<file path="config.mk">
export PLATFORM = sky130hd
export DESIGN_NAME = dynsign_mult
export DESIGN_NICKNAME = d
export VERILOG_FILES = /design/src/rtl/dsm_pkg.sv /design/src/rtl/dsm_in_stage.sv /design/src/rtl/dsm_mult_core.sv /design/src/rtl/dsm_round_sat.sv /design/src/rtl/dsm_out_stage.sv /design/src/rtl/dynsign_mult.sv
export SDC_FILE = /design/constraint.sdc
export NUM_CORES = 1
export LEC_CHECK = 0
export ABC_AREA = 1
export CAP_MARGIN = 15
export CELL_PAD_IN_SITES_DETAIL_PLACEMENT = 0
export CELL_PAD_IN_SITES_GLOBAL_PLACEMENT = 1
export CORE_MARGIN = 2
export CORE_UTILIZATION = 43
export DETAILED_ROUTE_END_ITERATION = 10
export GPL_TIMING_DRIVEN = 0
export PLACE_DENSITY = 0.77
export SLEW_MARGIN = 10
export SYNTH_ARGS = -nofsm -noshare
export SYNTH_HDL_FRONTEND = slang
export SYNTH_SLANG_ARGS = --single-unit
</file>
<file path="constraint.sdc">
create_clock -name clk -period 6.6 [get_ports clk]
set_input_delay 0.66 -clock clk [delete_from_list [all_inputs] [get_ports clk]]
set_output_delay 0.66 -clock clk [all_outputs]
set_load 0.01 [all_outputs]
</file>
<file path="src/rtl/dsm_pkg.sv">
package dsm_pkg;

    typedef enum logic [1:0] {
        MODE_UNS   = 2'd0,
        MODE_MIXED = 2'd1,
        MODE_SGN   = 2'd2,
        MODE_FRAC  = 2'd3
    } mode_e;

    function automatic mode_e pick_mode(input logic sa, input logic sb,
                                        input logic rnd, input logic sat);
        if (sa && sb)
            return (rnd || sat) ? MODE_FRAC : MODE_SGN;
        else if (sa || sb)
            return MODE_MIXED;
        else
            return MODE_UNS;
    endfunction

endpackage

</file>
<file path="src/rtl/dsm_in_stage.sv">
module dsm_in_stage #(
    parameter int A_W     = 18,
    parameter int B_W     = 18,
    parameter bit USE_REG = 1'b1
) (
    input  logic           clk,
    input  logic           clr,
    input  logic           en,
    input  logic [A_W-1:0] a_i,
    input  logic [B_W-1:0] b_i,
    input  logic           sa_i,
    input  logic           sb_i,
    input  logic           rnd_i,
    input  logic           sat_i,
    output logic [A_W-1:0] a_o,
    output logic [B_W-1:0] b_o,
    output logic           sa_o,
    output logic           sb_o,
    output logic           rnd_o,
    output logic           sat_o
);

    generate
        if (USE_REG) begin : g_reg
            always_ff @(posedge clk or posedge clr) begin
                if (clr) begin
                    a_o   <= '0;
                    b_o   <= '0;
                    sa_o  <= 1'b0;
                    sb_o  <= 1'b0;
                    rnd_o <= 1'b0;
                    sat_o <= 1'b0;
                end else if (en) begin
                    a_o   <= a_i;
                    b_o   <= b_i;
                    sa_o  <= sa_i;
                    sb_o  <= sb_i;
                    rnd_o <= rnd_i;
                    sat_o <= sat_i;
                end
            end
        end else begin : g_wire
            logic unused_wire;
            assign unused_wire = ^{clk, clr, en};
            always_comb begin
                a_o   = a_i;
                b_o   = b_i;
                sa_o  = sa_i;
                sb_o  = sb_i;
                rnd_o = rnd_i;
                sat_o = sat_i;
            end
        end
    endgenerate

endmodule

</file>
<file path="src/rtl/dsm_mult_core.sv">
module dsm_mult_core #(
    parameter int A_W = 18,
    parameter int B_W = 18,
    localparam int P_W = A_W + B_W
) (
    input  logic [A_W-1:0] a,
    input  logic [B_W-1:0] b,
    input  logic           sa,
    input  logic           sb,
    output logic [P_W-1:0] p
);

    // One extra top bit per operand: a copy of the sign when signed, zero otherwise.
    logic signed [A_W:0]     ext_a;
    logic signed [B_W:0]     ext_b;
    logic signed [P_W+1:0]   full;

    always_comb begin
        ext_a = $signed({sa & a[A_W-1], a});
        ext_b = $signed({sb & b[B_W-1], b});
        full  = ext_a * ext_b;
        p     = full[P_W-1:0];
    end

endmodule

</file>
<file path="src/rtl/dsm_round_sat.sv">
module dsm_round_sat
    import dsm_pkg::*;
#(
    parameter int P_W = 36,
    parameter int Q_W = 16,
    localparam int FRAC_W = Q_W - 1,
    localparam int QL     = P_W + 1 - FRAC_W
) (
    input  logic [P_W-1:0] p,
    input  mode_e          mode,
    input  logic           rnd,
    input  logic           sat,
    output logic [P_W-1:0] res,
    output logic           flag
);

    localparam logic [P_W:0]       HALF_V = (P_W+1)'(1) << (FRAC_W - 1);
    localparam int                 QMAX_I = (1 << (Q_W - 1)) - 1;
    localparam logic signed [QL-1:0] Q_HI = QL'(QMAX_I);
    localparam logic signed [QL-1:0] Q_LO = QL'(-QMAX_I - 1);

    logic [P_W:0]           rsum;
    logic signed [QL-1:0]   q;
    logic                   over_hi;
    logic                   over_lo;
    logic [Q_W-1:0]         qval;

    always_comb begin
        rsum    = {p[P_W-1], p} + (rnd ? HALF_V : '0);
        q       = $signed(rsum[P_W:FRAC_W]);
        over_hi = q > Q_HI;
        over_lo = q < Q_LO;
        qval    = q[Q_W-1:0];
        res     = p;
        flag    = 1'b0;
        unique case (mode)
            MODE_FRAC: begin
                if (sat && over_hi) begin
                    qval = Q_HI[Q_W-1:0];
                    flag = 1'b1;
                end else if (sat && over_lo) begin
                    qval = Q_LO[Q_W-1:0];
                    flag = 1'b1;
                end
                res = {{(P_W-Q_W){qval[Q_W-1]}}, qval};
            end
            MODE_UNS, MODE_MIXED, MODE_SGN: begin
                res  = p;
                flag = 1'b0;
            end
        endcase
    end

endmodule

</file>
<file path="src/rtl/dsm_out_stage.sv">
module dsm_out_stage #(
    parameter int P_W     = 36,
    parameter bit USE_REG = 1'b1
) (
    input  logic           clk,
    input  logic           clr,
    input  logic           en,
    input  logic [P_W-1:0] d,
    input  logic           d_flag,
    output logic [P_W-1:0] q,
    output logic           q_flag
);

    generate
        if (USE_REG) begin : g_reg
            always_ff @(posedge clk or posedge clr) begin
                if (clr) begin
                    q      <= '0;
                    q_flag <= 1'b0;
                end else if (en) begin
                    q      <= d;
                    q_flag <= d_flag;
                end
            end
        end else begin : g_wire
            logic unused_wire;
            assign unused_wire = ^{clk, clr, en};
            always_comb begin
                q      = d;
                q_flag = d_flag;
            end
        end
    endgenerate

endmodule

</file>
<file path="src/rtl/dynsign_mult.sv">
module dynsign_mult
    import dsm_pkg::*;
#(
    parameter int A_W     = 18,
    parameter int B_W     = 18,
    parameter int Q_W     = 16,
    parameter bit IN_REG  = 1'b1,
    parameter bit OUT_REG = 1'b1,
    localparam int P_W = A_W + B_W
) (
    input  logic           clk,
    input  logic           in_clr,
    input  logic           in_en,
    input  logic           out_clr,
    input  logic           out_en,
    input  logic [A_W-1:0] op_a,
    input  logic [B_W-1:0] op_b,
    input  logic           a_signed,
    input  logic           b_signed,
    input  logic           rnd_en,
    input  logic           sat_en,
    output logic [P_W-1:0] prod,
    output logic           sat_flag
);

    logic [A_W-1:0] st_a;
    logic [B_W-1:0] st_b;
    logic           st_sa;
    logic           st_sb;
    logic           st_rnd;
    logic           st_sat;
    mode_e          st_mode;
    logic [P_W-1:0] core_prod;
    logic [P_W-1:0] core_res;
    logic           core_flag;

    dsm_in_stage #(.A_W(A_W), .B_W(B_W), .USE_REG(IN_REG)) u_in (
        .clk   (clk),
        .clr   (in_clr),
        .en    (in_en),
        .a_i   (op_a),
        .b_i   (op_b),
        .sa_i  (a_signed),
        .sb_i  (b_signed),
        .rnd_i (rnd_en),
        .sat_i (sat_en),
        .a_o   (st_a),
        .b_o   (st_b),
        .sa_o  (st_sa),
        .sb_o  (st_sb),
        .rnd_o (st_rnd),
        .sat_o (st_sat)
    );

    always_comb st_mode = pick_mode(st_sa, st_sb, st_rnd, st_sat);

    dsm_mult_core #(.A_W(A_W), .B_W(B_W)) u_core (
        .a  (st_a),
        .b  (st_b),
        .sa (st_sa),
        .sb (st_sb),
        .p  (core_prod)
    );

    dsm_round_sat #(.P_W(P_W), .Q_W(Q_W)) u_rs (
        .p    (core_prod),
        .mode (st_mode),
        .rnd  (st_rnd),
        .sat  (st_sat),
        .res  (core_res),
        .flag (core_flag)
    );

    dsm_out_stage #(.P_W(P_W), .USE_REG(OUT_REG)) u_out (
        .clk    (clk),
        .clr    (out_clr),
        .en     (out_en),
        .d      (core_res),
        .d_flag (core_flag),
        .q      (prod),
        .q_flag (sat_flag)
    );

endmodule

</file>
==> run summary <==
Summing all non-filler instances in the final layout gives an area of 0.0240 mm^2. During synthesis, Yosys emitted a total of 0 warnings. The minimum period implied by the final worst setup slack is 7230 ps, and the latest clock arrival within the worst-skew pair is 380 ps. Max-cap violations in this run came to 0. The run gives 0 as the count of inserted antenna diode cells. Once placement finished, the instance area stood at 0.0202 mm^2. The data arrival time of the worst path is 7540 ps, and the floorplan row count is 75.

Most frequent cell on the critical path: fa_1. For this run, the number of standard cells in the final layout without fillers is 3259. Dividing the synthesized area by the synthesized cell count gives 7.46 um^2. The worst register-to-register path has a depth of 33.

Along the worst hold path, the cell count comes to 2. Total via count after detailed routing: 16300. At the worst endpoint, the required time is 6910 ps. For this design, the sink count on the clock tree is 77.

Across all register-to-register paths, the minimum setup slack is -630 ps. The startpoint identified for the worst register-to-register timing path is u_in.b_o[4]$_DFFE_PP0P_. TritonCTS built the clock tree.

The final count of pins violating max slew was 0; the number of endpoints failing setup at the final stage was 37. The tools report the hold violation count in the final report as 0. The die is 211 um tall. The final layout contains 3224 nets.

The synthesized design spends more area on one cell type than any other, namely fa_1. The die covers 0.0446 mm^2. The H-tree was split into 3 levels. Sorting the synthesized cells by area gives the leading types as fa_1 38%, nand2_1 15%, inv_1 14%, dfrtp_1 10%, ha_1 7.4%. Summed over all nets, wire length on met2 after detailed routing comes to 29300 um. Summed over all nets, wire length on met3 after detailed routing comes to 4480 um. Prior to clock tree synthesis, the placed netlist has a worst setup slack of -1830 ps. The category of the worst setup path launch point was a register. The run gives 10.4% as the sequential area share after synthesis. After synthesis, the largest area contributor takes up 38.5% of total cell area. For this design, the CTS-stage hold fixing added 0 buffers. The number of nets handed over by synthesis was 2986.

Using the TritonRoute via totals, the vias-per-cell ratio works out to 5.02. The final layout contains routed wiring with a total length of 61400 um. The flow ran to the end, but the final reports show violations. For the pin with the worst max-slew slack, the measured transition is 1120 ps. The total global routing overflow was 0.

Smallest setup slack after layout: -627 ps. The final clock period utilization by the worst path was 109%; the total DRC errors in the routed layout was 0. In this run, CTS created clock tree buffers numbering 9. The biggest fanout along the worst timing path came out at 8. The initial antenna violation count was 0. Together, buffers and inverters on the worst path number 7.

Overall die width: 211 um. The tools report the number of global-route vias before repair as 17000. The setup clock skew after layout came out at 11.2 ps. The half-perimeter wire length after detailed placement was 48400 um; the number of ports placed on the die boundary was 82. Derived from the worst setup path, the maximum achievable clock frequency is 138 MHz. The cell family contributing the most delay on the critical path is adder cells. Across every metal layer, demand over resource in global routing totals 28.6%.

The type of element capturing the critical path is a register. The routed length on met1 is 25900 um. The worst pin sits at a relative slew slack of 25.1%. Dividing the detail-routed wire length by the instance count gives 18.9 um.

The global placer's final weighted congestion was 0.942. Starting density of the core: 43.8%. The path with the worst hold slack has its endpoint at u_out.q[4]$_DFFE_PP0P_. The tools report the total instance count after detailed placement as 3096. Synthesis inferred 77 register bits.

Initial DRC count: 1038. The clock transition at the registers of the reported paths works out to 70 ps. The share of layout cells above drive strength 1 was 23.7%.

Path category of the worst min-delay check: register to register. Synthesis instantiated 31 different standard cells from the library. The worst register-to-register path ends at u_out.q[25]$_DFFE_PP0P_.

The first detailed-routing pass took 5 iterations. In this design, the stage delay of the slowest critical-path cell is 600 ps. The highest metal layer carrying signal wires in the routed design is met4. The run gives 38 as the maximum number of pins on one net before global-route repair.

Clock tree synthesis selected as its root buffer the cell clkbuf_16. Relative to the synthesized area, the layout overhead comes to 30.0%. In this run the most critical hold path is launched from u_out.q[4]$_DFFE_PP0P_. The checks that failed: negative setup slack. The critical path in this run is classified as register to register. The first global-routing pass estimated 96000 um of wire. The slowest stage cell on the critical path was fa_2.

The count of mapped cells out of synthesis is 2477. The area of the mapped netlist came out at 0.0185 mm^2. Input and output buffers added on the ports amount to 79. In this run the deepest clock path goes through 2 buffers. Setup repair after global routing could not meet its margin everywhere. For the post-detailed-route count of antenna-violating nets, the log shows 0.

The floorplan step defined a core boundary enclosing 0.0421 mm^2.
==> worst max-delay path by stage <==
stage,start,to,slack [ps],depth (start not counted)
6_report,u_in.b_o[4]$_DFFE_PP0P_,u_out.q[25]$_DFFE_PP0P_,-630,33
3_3_place_gp,u_in.b_o[16]$_DFFE_PP0P_,u_out.q[3]$_DFFE_PP0P_,-1830,32
4_1_cts,u_in.b_o[4]$_DFFE_PP0P_,u_out.q[31]$_DFFE_PP0P_,-570,37
3_5_place_dp,u_in.b_o[16]$_DFFE_PP0P_,u_out.q[3]$_DFFE_PP0P_,-1830,32
5_1_grt,u_in.b_o[4]$_DFFE_PP0P_,u_out.q[33]$_DFFE_PP0P_,-880,38
2_1_floorplan,u_in.a_o[17]$_DFFE_PP0P_,u_out.q[15]$_DFFE_PP0P_,-50,37
==> registers in the layout, indices dropped and copies added, names as in the netlist <==
| name | flops |
|---|---|
| u_in.a_o | 18 |
| u_in.b_o | 18 |
| u_in.rnd_o | 1 |
| u_in.sa_o | 1 |
| u_in.sat_o | 1 |
| u_in.sb_o | 1 |
| u_out.q | 36 |
| u_out.q_flag | 1 |
==> final cells by class <==
cell class	count	area, um^2
Multi-Input combinational cell	1594	15300
Timing Repair Buffer	234	2110
Fill cell	3896	18100
Sequential cell	77	1950
Inverter	708	2680
Buffer	91	982
Clock inverter	7	91.3
Tap cell	539	674
Clock buffer	9	225
==> cells by family (layout without fill, tap and decap cells) <==
family                     after synthesis  after routing  share of synthesized area, %
and+or+nand+nor                        983            983                          21.5
buffers and inverters                  806           1049                          16.5
xor gates and xnor gates                26             26                          1.23
AOI/OAI and AO/OA                      100            100                          3.17
muxes                                   21             21                          1.28
adders and majority gates              464            464                          45.9
DFF                                     77             77                          10.4
==> metal layers <==
layer | up-vias | track usage, %
met2 | 511 | 47.6
met1 | 8207 | 39.5
met5 | - | 0
met4 | 0 | 7.16
met3 | 106 | 3.98
li1 | 7522 | -
==> cell usage in the layout, fill, tap and decap left out, types with 8 or more instances in the layout <==
cell type          n
inv_1            658
nand2_1          620
fa_1             335
buf_4            142
clkdlybuf4s50_1   79
nor2_1            76
dfrtp_1           67
nand2_2           64
ha_1              64
nor2_4            55
o21ai_0           51
inv_2             44
ha_4              42
nand2_4           38
nand3_1           37
a21oi_2           33
nand3_2           32
nand4_1           23
mux2_2            21
fa_2              20
buf_8             18
clkbuf_1          17
buf_6             17
nor2_2            16
buf_12            16
clkbuf_16         15
clkbuf_4          15
xor2_1            14
a21oi_1            9
xnor2_1            8
==> tightest hold or removal path: stages (launching register included) <==
cell and delay (ps):
dfrtp_1 340, nand2_1 50, nand2_1 60
==> cell usage after synthesis <==
cell        n
a21oi_1    24
a21oi_2    20
and2_1      5
buf_1      17
buf_4       2
buf_6       2
clkbuf_1   77
dfrtp_1    77
fa_1      355
ha_1      109
inv_1     705
inv_2       3
mux2_2     21
nand2_1   715
nand2_2     6
nand2_4     1
nand3_1    73
nand3_2     1
nand3_4     1
nand3b_1    6
nand4_1    23
nor2_1    132
nor2_2     13
nor2_4      2
nor3_1      3
nor3_2      1
nor4_1      1
o21ai_0    52
o21bai_1    4
xnor2_1    10
xor2_1     16
==> per-stage QoR <==
| stage | hold WS (ps) | TNS, ps | util (%) |
|---|---|---|---|
| 6_report | 488 | -21900 | 57.0 |
| 5_1_grt | 510 | -31020 | 57.0 |
| 4_1_cts | 490 | -19750 | 53.3 |
| 3_5_place_dp | 471 | -61430 | 47.9 |
| 3_3_place_gp | 467 | -61120 | 47.9 |
| 2_1_floorplan | 511 | -1350 | - |
==> repair_timing <==
item	in CTS	in global routing
hold endpoints to repair	0	0
setup endpoints to repair	37	37
cloned	2	1
resized for setup	341	287
buffers inserted	83	69
pin swaps	53	158
Power is not shown: default switching activity piles up to over one toggle a cycle in this logic, so the estimate is an artifact.
